$ cat src/rtl/splt_pkg.sv
package splt_pkg;
  typedef enum logic {
    PH_ODD  = 1'b0,
    PH_EVEN = 1'b1
  } phase_e;

  typedef struct packed {
    logic hs;
    logic vs;
    logic de;
  } ctrl_t;
endpackage

$ cat src/rtl/splt_phase_ctl.sv
module splt_phase_ctl
  import splt_pkg::*;
(
  input  logic clk,
  input  logic rst_n,
  input  logic in_de,
  input  logic held_de,
  output logic take_odd,
  output logic emit,
  output logic pad_even,
  output logic ph_even,
  output logic err_flag
);
  phase_e ph_q, ph_d;
  logic   de_prev_q;
  logic   err_q, err_d;
  logic   de_rise, de_drop;

  assign de_rise = in_de & ~de_prev_q;
  assign de_drop = held_de & ~in_de;

  always_comb begin
    ph_d     = ph_q;
    err_d    = err_q;
    take_odd = 1'b0;
    emit     = 1'b0;
    pad_even = 1'b0;
    if (ph_q == PH_ODD) begin
      take_odd = 1'b1;
      ph_d     = PH_EVEN;
    end else if (de_rise || de_drop) begin
      emit     = 1'b1;
      pad_even = 1'b1;
      take_odd = 1'b1;
      ph_d     = PH_EVEN;
      if (de_rise) err_d = 1'b1;
    end else begin
      emit = 1'b1;
      ph_d = PH_ODD;
    end
  end

  always_ff @(posedge clk or negedge rst_n) begin
    if (!rst_n) begin
      ph_q      <= PH_ODD;
      de_prev_q <= 1'b0;
      err_q     <= 1'b0;
    end else begin
      ph_q      <= ph_d;
      de_prev_q <= in_de;
      err_q     <= err_d;
    end
  end

  assign ph_even  = (ph_q == PH_EVEN);
  assign err_flag = err_q;
endmodule

$ cat src/rtl/splt_hold.sv
module splt_hold
  import splt_pkg::*;
#(
  parameter int PIX_W = 24
) (
  input  logic             clk,
  input  logic             rst_n,
  input  logic             load,
  input  logic [PIX_W-1:0] in_pix,
  input  ctrl_t            in_ctrl,
  output logic [PIX_W-1:0] held_pix,
  output ctrl_t            held_ctrl
);
  logic [PIX_W-1:0] pix_q, pix_d;
  ctrl_t            ctl_q, ctl_d;

  always_comb begin
    pix_d = pix_q;
    ctl_d = ctl_q;
    if (load) begin
      pix_d = in_pix;
      ctl_d = in_ctrl;
    end
  end

  always_ff @(posedge clk or negedge rst_n) begin
    if (!rst_n) begin
      pix_q <= '0;
      ctl_q <= '0;
    end else begin
      pix_q <= pix_d;
      ctl_q <= ctl_d;
    end
  end

  assign held_pix  = pix_q;
  assign held_ctrl = ctl_q;
endmodule

$ cat src/rtl/splt_out.sv
module splt_out
  import splt_pkg::*;
#(
  parameter int PIX_W = 24
) (
  input  logic               clk,
  input  logic               rst_n,
  input  logic               emit,
  input  logic               pad,
  input  logic [PIX_W-1:0]   odd_pix,
  input  ctrl_t              odd_ctrl,
  input  logic [PIX_W-1:0]   even_pix,
  output logic [2*PIX_W-1:0] pair,
  output ctrl_t              pair_ctrl,
  output logic               valid
);
  localparam int PAIR_W = 2 * PIX_W;

  logic [PAIR_W-1:0] pair_q, pair_d;
  ctrl_t             ctl_q, ctl_d;
  logic              vld_q;
  logic [PIX_W-1:0]  even_sel;

  assign even_sel = pad ? '0 : even_pix;

  always_comb begin
    pair_d = pair_q;
    ctl_d  = ctl_q;
    if (emit) begin
      pair_d = {even_sel, odd_pix};
      ctl_d  = odd_ctrl;
    end
  end

  always_ff @(posedge clk or negedge rst_n) begin
    if (!rst_n) begin
      pair_q <= '0;
      ctl_q  <= '0;
      vld_q  <= 1'b0;
    end else begin
      pair_q <= pair_d;
      ctl_q  <= ctl_d;
      vld_q  <= emit;
    end
  end

  assign pair      = pair_q;
  assign pair_ctrl = ctl_q;
  assign valid     = vld_q;
endmodule

$ cat src/rtl/pix_pair_splitter.sv
module pix_pair_splitter
  import splt_pkg::*;
#(
  parameter int PIX_W = 24
) (
  input  logic               clk,
  input  logic               rst_n,
  input  logic [PIX_W-1:0]   in_pix,
  input  logic               in_hsync,
  input  logic               in_vsync,
  input  logic               in_de,
  output logic [2*PIX_W-1:0] out_pair,
  output logic               out_hsync,
  output logic               out_vsync,
  output logic               out_de,
  output logic               out_valid,
  output logic               odd_blank_err
);
  logic rst_meta, rst_core_n;

  // reset asserts at once, releases after two clock edges
  always_ff @(posedge clk or negedge rst_n) begin
    if (!rst_n) begin
      rst_meta   <= 1'b0;
      rst_core_n <= 1'b0;
    end else begin
      rst_meta   <= 1'b1;
      rst_core_n <= rst_meta;
    end
  end

  ctrl_t            in_ctrl, held_ctrl, pair_ctrl;
  logic [PIX_W-1:0] held_pix;
  logic             take_odd, emit, pad_even, ph_even, held_de;

  assign in_ctrl = '{hs: in_hsync, vs: in_vsync, de: in_de};
  assign held_de = held_ctrl.de;

  splt_phase_ctl u_ctl (
    .clk      (clk),
    .rst_n    (rst_core_n),
    .in_de    (in_de),
    .held_de  (held_de),
    .take_odd (take_odd),
    .emit     (emit),
    .pad_even (pad_even),
    .ph_even  (ph_even),
    .err_flag (odd_blank_err)
  );

  splt_hold #(.PIX_W(PIX_W)) u_hold (
    .clk       (clk),
    .rst_n     (rst_core_n),
    .load      (take_odd),
    .in_pix    (in_pix),
    .in_ctrl   (in_ctrl),
    .held_pix  (held_pix),
    .held_ctrl (held_ctrl)
  );

  splt_out #(.PIX_W(PIX_W)) u_out (
    .clk       (clk),
    .rst_n     (rst_core_n),
    .emit      (emit),
    .pad       (pad_even),
    .odd_pix   (held_pix),
    .odd_ctrl  (held_ctrl),
    .even_pix  (in_pix),
    .pair      (out_pair),
    .pair_ctrl (pair_ctrl),
    .valid     (out_valid)
  );

  assign out_hsync = pair_ctrl.hs;
  assign out_vsync = pair_ctrl.vs;
  assign out_de    = pair_ctrl.de;
endmodule

$ cat config.mk
export PLATFORM = sky130hd
export DESIGN_NAME = pix_pair_splitter
export DESIGN_NICKNAME = d
export VERILOG_FILES = /design/src/rtl/splt_pkg.sv /design/src/rtl/splt_phase_ctl.sv /design/src/rtl/splt_hold.sv /design/src/rtl/splt_out.sv /design/src/rtl/pix_pair_splitter.sv
export SDC_FILE = /design/constraint.sdc
export NUM_CORES = 1
export LEC_CHECK = 0
export BUFFER_PORTS_ARGS = -buffer_cell sky130_fd_sc_hd__buf_2
export CORE_MARGIN = 5
export CORE_UTILIZATION = 34
export CTS_BUF_LIST = sky130_fd_sc_hd__clkbuf_4
export CTS_CLUSTER_DIAMETER = 50
export DETAILED_ROUTE_END_ITERATION = 12
export GPL_ROUTABILITY_DRIVEN = 1
export PLACE_DENSITY = 0.6
export SLEW_MARGIN = 20
export SYNTH_ARGS = -nofsm -noshare
export SYNTH_HDL_FRONTEND = slang
export SYNTH_SLANG_ARGS = --single-unit
$ cat constraint.sdc
create_clock -name clk -period 7.83 [get_ports clk]
set_input_delay 0.783 -clock clk [delete_from_list [all_inputs] [get_ports clk]]
set_output_delay 0.783 -clock clk [all_outputs]
set_load 0.005 [all_outputs]
After elaboration in Yosys (flattened, before gate mapping)
Index checks and enable logic that the tools add are counted.
Widths: inputs -> output; s select.
{"block": "totals", "reg_bits": 84, "input_bits": 29, "out_inout_bits": 53, "elab_cells": 25}
{"block": "classes", "mux": 5, "bitwise": 4, "reduce_logical": 2}
{"op": "$mux 24", "count": 1}
{"op": "$mux 1", "count": 4}
{"op": "$reduce_and 3->1", "count": 1}
{"op": "$and 1x1->1", "count": 2}
{"op": "$not 1->1", "count": 2}
{"op": "$logic_or 1x1->1", "count": 1}

Depth between registers and ports, before layout
Gate-level depths: netlist of the first run.
{"block": "logic_depth", "word_depth": 6, "ltp_mapped": 4, "depth_no_buf": 3}

Modules after synthesis
Synthesis of the first run repeated with hierarchy kept, for this count alone.
{"block": "unflattened", "cells_unflattened": 231, "area_unflattened_um2": 3363.2}
{"mod": "splt_out", "instances": 1, "cells_per_inst": 161, "area_per_inst_um2": 2068.2, "seq_area_each_um2": 1301.2}
{"mod": "splt_hold", "instances": 1, "cells_per_inst": 57, "area_per_inst_um2": 1106.1, "seq_area_each_um2": 675.6}
{"mod": "splt_phase_ctl", "instances": 1, "cells_per_inst": 10, "area_per_inst_um2": 135.1, "seq_area_each_um2": 75.1}
{"mod": "pix_pair_splitter", "instances": 1, "cells_per_inst": 3, "area_per_inst_um2": 53.8, "seq_area_each_um2": 50.0}

Worst setup path before layout of the first run
No wires, ideal clock.
{"block": "synth_path", "path_type": "input port to flip-flop", "startpoint": "input in_de", "endpoint": "register u_hold.ctl_q (netlist bit u_hold.held_ctrl[2])", "setup_ps": 125, "arrival_ps": 1594, "required_ps": 7705, "setup_slack_ps": 6111, "cell_stages": 3, "path_cell_list": "o211ai_4 -> buf_12 -> mux2_4"}
{"block": "synth_via", "elab_chain_cells": 5}
{"element": "start, declared", "line_no": "pix_pair_splitter.sv:11", "source": "input logic in_de,"}
{"element": "$not 1->1", "line_no": "splt_phase_ctl.sv:20", "source": "assign de_drop = held_de & ~in_de;"}
{"element": "$and 1x1->1", "line_no": "splt_phase_ctl.sv:20"}
{"element": "$logic_or 1x1->1 (*)", "line_no": "splt_phase_ctl.sv:31", "source": "end else if (de_rise || de_drop) begin"}
{"element": "$mux 1 (*)", "line_no": "splt_phase_ctl.sv:31"}
{"element": "$mux 1 (*)", "line_no": "splt_phase_ctl.sv:28", "source": "if (ph_q == PH_ODD) begin"}
{"element": "end signal, assigned", "line_no": "splt_hold.sv:32", "source": "ctl_q <= ctl_d;"}
{"element": "end, declared", "line_no": "splt_hold.sv:15", "source": "ctrl_t ctl_q, ctl_d;"}
Mark *: on every way between the ends. The rest lies on a longest branch, timed or not.
A chain may end at the register's enable or synchronous reset.

Worst setup path in the final report of the first run
{"block": "layout_path", "startpoint": "input in_de", "endpoint": "register u_hold.pix_q[16] (netlist: u_hold.held_pix[16])"}
{"block": "layout_via", "elab_chain_cells": 5}
{"element": "$not 1->1", "line_no": "splt_phase_ctl.sv:20"}
{"element": "$and 1x1->1", "line_no": "splt_phase_ctl.sv:20"}
{"element": "$logic_or 1x1->1 (*)", "line_no": "splt_phase_ctl.sv:31"}
{"element": "$mux 1 (*)", "line_no": "splt_phase_ctl.sv:31"}
{"element": "$mux 1 (*)", "line_no": "splt_phase_ctl.sv:28"}
{"element": "end signal, assigned", "line_no": "splt_hold.sv:31", "source": "pix_q <= pix_d;"}
{"element": "end, declared", "line_no": "splt_hold.sv:14", "source": "logic [PIX_W-1:0] pix_q, pix_d;"}
Marks and branches as above.

==> impl_metrics.json, run 1 <==
{
  "status": "complete, no violations",
  "critPathMaxFanout": 27,
  "cellPowerDensity_nw_per_um2": 271,
  "tns_ps": 0,
  "ir_drop_v": 0.0000973,
  "grt_max_degree": 83,
  "drtPass1Iterations": 4,
  "worst_pin_slew_ps": 667,
  "fin_crit_sh_pct": 22.6,
  "required_ps": 8120,
  "fp.dieArea_um2": 11500,
  "ys_warn_count": 0,
  "drt_first_iter_violations": 27,
  "die_w_um": 107,
  "setup_viol": 0,
  "postSynthCellCount": 206,
  "grt_pass1_vias": 2033,
  "cts_sinks": 84,
  "cts_tree": "done",
  "rows": 35,
  "htreeDepth": 3,
  "port_buffers": 81,
  "yosysTopAreaCell": "dfrtp_1",
  "synth-seq-cells": 84,
  "clkTransAtPathRegs_ps": 120,
  "io_pins": 82,
  "cts_setup_buffers": 0,
  "wl_per_cell_um": 15.3,
  "clock.fmax_mhz": 566,
  "syn_area_per_cell_um2": 15.6,
  "grt_usage_pct": 11.8,
  "slew_headroom_pct": 55.4,
  "ys_seq_area_share_pct": 65.3,
  "core_um2": 9240,
  "root_buffer": "clkbuf_4",
  "cp_cell_sequence": "buf_2, nand2b_2, o211ai_4, buf_4, mux2_2",
  "setup.worst_path.class": "in2reg",
  "numCtsBuffers": 9,
  "cp_data_arrival_time_ps": 2050,
  "place.gp.congestion": 0.690,
  "route.detailed.drc": 0,
  "reg2reg_to": "u_out.pair[29]$_DFFE_PN0P_",
  "cts_resized": 0,
  "grt_pass1_wl_um": 10600,
  "clock_latency_ps": 400,
  "min_path_type": "in2async",
  "rrSetupSlack_ps": 6120,
  "diodes": 0,
  "r2r_start": "u_ctl.ph_even$_DFF_PN0_",
  "start_kind": "primary input",
  "cts_buffer_depth": 2,
  "max_cap_viol_count": 0,
  "dr_total_vias": 1915,
  "syn_area_um2": 3220,
  "antenna_left": 0,
  "vias_per_cell": 4.54,
  "synth_area_leaders": "dfrtp_1, mux2_2, mux2_4, o2bb2ai_1, nand2_1",
  "routed_wl_um": 6480,
  "rr_worst_depth": 3,
  "syn_nets": 235,
  "die_h_um": 107,
  "cpPeakStageDelay_ps": 450,
  "dp_hpwl_um": 4160,
  "drive_above_1_share_pct": 53.6,
  "finalHoldViolCount": 0,
  "place_inst": 406,
  "hold_buffers": 0,
  "crit_path_end_kind": "flop",
  "synth_cell_types": 16,
  "stdcell_count": 422,
  "antenna_found_initial": 0,
  "area_delta_synth_final_pct": 22.3,
  "leakage_nw": 1.88,
  "slowest_stage": "buf_4",
  "grt_overflow": 0,
  "start_util_pct": 34.8,
  "layout.nets": 318,
  "period_minus_slack_ps": 1770,
  "synth_top_area_share_pct": 65.3,
  "drv_slew": 0,
  "rsz0062_at_grt": "no",
  "finClkSkew_ps": 13.7
}
[logic make-up (layout without fill, tap and decap cells)]
kind of cell | count (synthesis) | after routing | synth area share, %
flops | 84 | 84 | 65.3
mux | 53 | 53 | 20.8
compound gates | 28 | 28 | 7.77
buf+inv | 15 | 102 | 2.99
other cells | 1 | 1 | 0.116
simple gates | 25 | 25 | 3.07
[cell usage in the layout, fill, tap and decap left out, types with 2 or more instances in the layout]
cell type  instances
mux2_2            34
nand2_1           24
buf_4              2
mux2_4            19
clkbuf_4          10
buf_2             81
dfrtp_1           82
o2bb2ai_1         24
bufinv_16          3
inv_1              2
[registers in the layout, summed over array words and instances, names as in the netlist]
register          count
u_out.pair           48
u_hold.held_pix      24
u_hold.held_ctrl      3
u_out.pair_ctrl       3
rst_core_n            1
rst_meta              1
u_ctl.de_prev_q       1
u_ctl.err_flag        1
u_ctl.ph_even         1
u_out.valid           1
[cells in the mapped netlist]
cell type,number
o211ai_4,1
buf_2,6
conb_1,1
inv_2,1
mux2_2,34
o21ai_1,1
inv_1,2
o21bai_1,1
mux2_4,19
dfrtp_1,84
nand2b_2,1
o2bb2ai_1,24
nand2_1,24
clkbuf_1,4
buf_12,2
a31oi_1,1
[stage by stage]
stage | utilization [%] | total power, mW | setup slack, ps | hold slack, ps | instance area (um2)
2_1_floorplan | - | 0.687 | 5320 | 331 | 3220
3_3_place_gp | 40.3 | 0.772 | 5710 | 340 | 3720
3_5_place_dp | 40.3 | 0.779 | 5650 | 342 | 3720
4_1_cts | 42.2 | 1.09 | 6040 | 89.4 | 3900
5_1_grt | 42.6 | 1.13 | 5990 | 81.8 | 3940
6_report | 42.6 | 1.07 | 6060 | 144 | 3940
[worst max-delay path by stage]
stage                                     from                               to  slack, ps  cells after the start
detailed placement                       in_de       u_out.pair[29]$_DFFE_PN0P_       5650                      3
CTS                 u_out.pair[23]$_DFFE_PN0P_                     out_pair[23]       6040                      1
global placement                         in_de  u_hold.held_ctrl[1]$_DFFE_PN0P_       5710                      5
floorplan                 rst_core_n$_DFF_PN0_        u_ctl.de_prev_q$_DFF_PN0_       5320                      0
global route           u_ctl.ph_even$_DFF_PN0_       u_out.pair[29]$_DFFE_PN0P_       5990                      3
finish                                   in_de  u_hold.held_pix[16]$_DFFE_PN0P_       6060                      5
[routing by layer]
| layer | part of all wire, % | routed length (um) | GRT usage [%] | vias to the layer above |
|---|---|---|---|---|
| met4 | 0.88 | 57 | 5.21 | 0 |
| met3 | 6.9 | 444 | 4.38 | 5 |
| li1 | - | - | - | 889 |
| met2 | 47 | 3060 | 17.6 | 48 |
| met1 | 45 | 2920 | 15.4 | 973 |
| met5 | 0 | 0 | 0 | - |
[final cells by class]
| class | count | area [um2] |
|---|---|---|
| Tap cell | 129 | 161 |
| Multi-Input combinational cell | 107 | 1030 |
| Timing Repair Buffer | 84 | 448 |
| Clock buffer | 10 | 75.1 |
| Fill cell | 881 | 5300 |
| Inverter | 3 | 11.3 |
| Clock inverter | 5 | 101 |
| Sequential cell | 84 | 2110 |
[power breakdown]
group	internal [mW]	switching, mW
Clock	0.163	0.138
Combinational	0.119	0.0912
Sequential	0.511	0.0436
Total	0.793	0.273
[worst max-delay path: cells and delay by family]
family / cells / cell delay, ps
mux: 1 / 390
simple gates: 1 / 140
buf+inv: 2 / 630
compound gates: 1 / 100
Power figures use the tool's default switching activity.
==> run 2, diff against run 1 <==
==> constraint.sdc (replaced) <==
create_clock -name clk -period 1.8 [get_ports clk]
set_input_delay 0.18 -clock clk [delete_from_list [all_inputs] [get_ports clk]]
set_output_delay 0.18 -clock clk [all_outputs]
set_load 0.005 [all_outputs]
==> run 2 against run 1 <==
Net effect:
- sequential cell count stayed put
- global-route usage is 1.0 points higher
- core utilization is 3.0 points higher
- largest cell class unchanged
- clock-buffer cell count is 1 higher
- design area is 7.0% higher
- highest routed layer unchanged
- setup slack worse by 5900 ps
- routed wire length is 7.1% higher
- power grew to 4.2 times the previous value
- cell count is 7.8% higher
- combinational power grew to 4.7 times the previous value
- sequential share of layout area is 3.5 points lower
- die area stayed put
==> impl_metrics.json, run 2 (synthesis results as in run 1) <==
{
  "numCtsBuffers": 9,
  "rsz0062_at_grt": "no",
  "worst_pin_slew_ps": 762,
  "finalHoldViolCount": 0,
  "utilization_pct": 45.6,
  "rows": 35,
  "slowest_stage": "dlygate4sd3_1",
  "place_ws_ps": 209,
  "wl_per_cell_um": 15.2,
  "die_h_um": 107,
  "rr_worst_depth": 4,
  "antenna_left": 0,
  "drive_above_1_share_pct": 50.0,
  "start_kind": "primary input",
  "route.detailed.drc": 0,
  "setup_viol": 0,
  "cts_tree": "done",
  "layout.nets": 350,
  "slew_headroom_pct": 49.0,
  "die_w_um": 107,
  "stdcell_count": 455,
  "grt_pass1_vias": 2156,
  "drtPass1Iterations": 4,
  "reg2reg_to": "u_hold.held_pix[19]$_DFFE_PN0P_",
  "layout_commonest_cell": "dfrtp_1",
  "start_util_pct": 34.8,
  "diodes": 0,
  "leakage_nw": 2.01,
  "vias_per_cell": 4.49,
  "place.gp.congestion": 0.689,
  "cts_setup_buffers": 0,
  "cp_data_arrival_time_ps": 1890,
  "cp_top_family": "buffers and inverters",
  "dp_hpwl_um": 4490,
  "ir_drop_v": 0.000390,
  "hold_ws_ps": 65.7,
  "setup_slack_ps": 211,
  "io_pins": 82,
  "placed_area_um2": 3790,
  "clock_latency_ps": 410,
  "clkTransAtPathRegs_ps": 130,
  "port_buffers": 81,
  "finClkSkew_ps": 13.9,
  "min_path_type": "in2async",
  "path_buf_inv": 3,
  "period_minus_slack_ps": 1590,
  "routed_wl_um": 6940,
  "dr_total_vias": 2043,
  "cts_buffer_depth": 2,
  "grt_usage_pct": 12.8,
  "final_cell_mix": "dfrtp_1, buf_2, mux2_2",
  "fin_crit_sh_pct": 88.3,
  "stdcell_area_um2": 4210,
  "status": "complete, no violations",
  "cts_sinks": 84,
  "core_um2": 9240,
  "setup.worst_path.class": "in2reg",
  "area_delta_synth_final_pct": 30.8,
  "grt_pass1_wl_um": 11400,
  "cp_cell_sequence": "dlygate4sd3_1, buf_2, o211ai_4, buf_4, mux2_4",
  "drv_slew": 0,
  "drt_first_iter_violations": 73,
  "htreeDepth": 3,
  "cellPowerDensity_nw_per_um2": 1060,
  "largest_reg_flops": 48,
  "crit_start": "in_de",
  "grt_max_degree": 83,
  "power_mw": 4.48,
  "place_inst": 411,
  "clock.fmax_mhz": 629,
  "rrSetupSlack_ps": 230,
  "grt_overflow": 0,
  "max_cap_viol_count": 0,
  "antenna_found_initial": 0,
  "r2r_start": "u_hold.held_ctrl[0]$_DFFE_PN0P_",
  "crit_path_end_kind": "flop",
  "fp.dieArea_um2": 11500,
  "required_ps": 2100,
  "critPathMaxFanout": 11,
  "cpPeakStageDelay_ps": 530,
  "root_buffer": "clkbuf_4",
  "tns_ps": 0
}
[run 2: cell count changes in the layout (fill, tap and decap cells not counted)]
| cell | delta |
|---|---|
| dlygate4sd3_1 | +28 |
| buf_4 | +3 |
| clkinv_2 | +3 |
| buf_12 | +2 |
| bufinv_16 | -2 |
| buf_16 | -1 |
| clkbuf_4 | +1 |
| clkinv_1 | -1 |
[run 2: final cells by class]
class | instances | area [um2]
Tap cell | 129 | 161
Timing Repair Buffer | 116 | 763
Sequential cell | 84 | 2110
Clock buffer | 11 | 82.6
Clock inverter | 5 | 52.6
Fill cell | 860 | 5030
Inverter | 3 | 11.3
Multi-Input combinational cell | 107 | 1030
[run 2: power by group]
group,leakage (nW),internal (mW),switching (mW)
combinational,0.927,0.576,0.413
clock,0.0766,0.449,0.629
sequential,1.00,2.22,0.191
total,2.01,3.25,1.23
[run 2: per-layer routing]
layer / wire [um] / track usage [%]
met1: 3290 / 16.9
met5: 0 / 0
met3: 343 / 3.48
met2: 3240 / 20.2
met4: 58 / 4.93
[run 2: worst register-to-register path, cell delays in order, from the launching register on]
cell      delay (ps)
dfrtp_1          370
inv_1            110
o211ai_4         440
buf_4            250
mux2_4           310
[run 2: how the worst max path moves through the flow]
| stage | cells after the start | end |
|---|---|---|
| 6_report | 5 | u_hold.held_pix[19]$_DFFE_PN0P_ |
| 5_1_grt | 4 | u_hold.held_pix[19]$_DFFE_PN0P_ |
| 4_1_cts | 4 | u_hold.held_pix[19]$_DFFE_PN0P_ |
| 3_5_place_dp | 4 | u_hold.held_ctrl[1]$_DFFE_PN0P_ |
| 3_3_place_gp | 3 | u_out.pair[43]$_DFFE_PN0P_ |
| 2_1_floorplan | 0 | u_ctl.de_prev_q$_DFF_PN0_ |
[run 2: what timing repair did]
action                                 in CTS  in global routing
endpoints found under the hold margin      52                  0
hold buffers                               28                  0
resized for setup                           0                  0
setup endpoints to repair                   0                  0
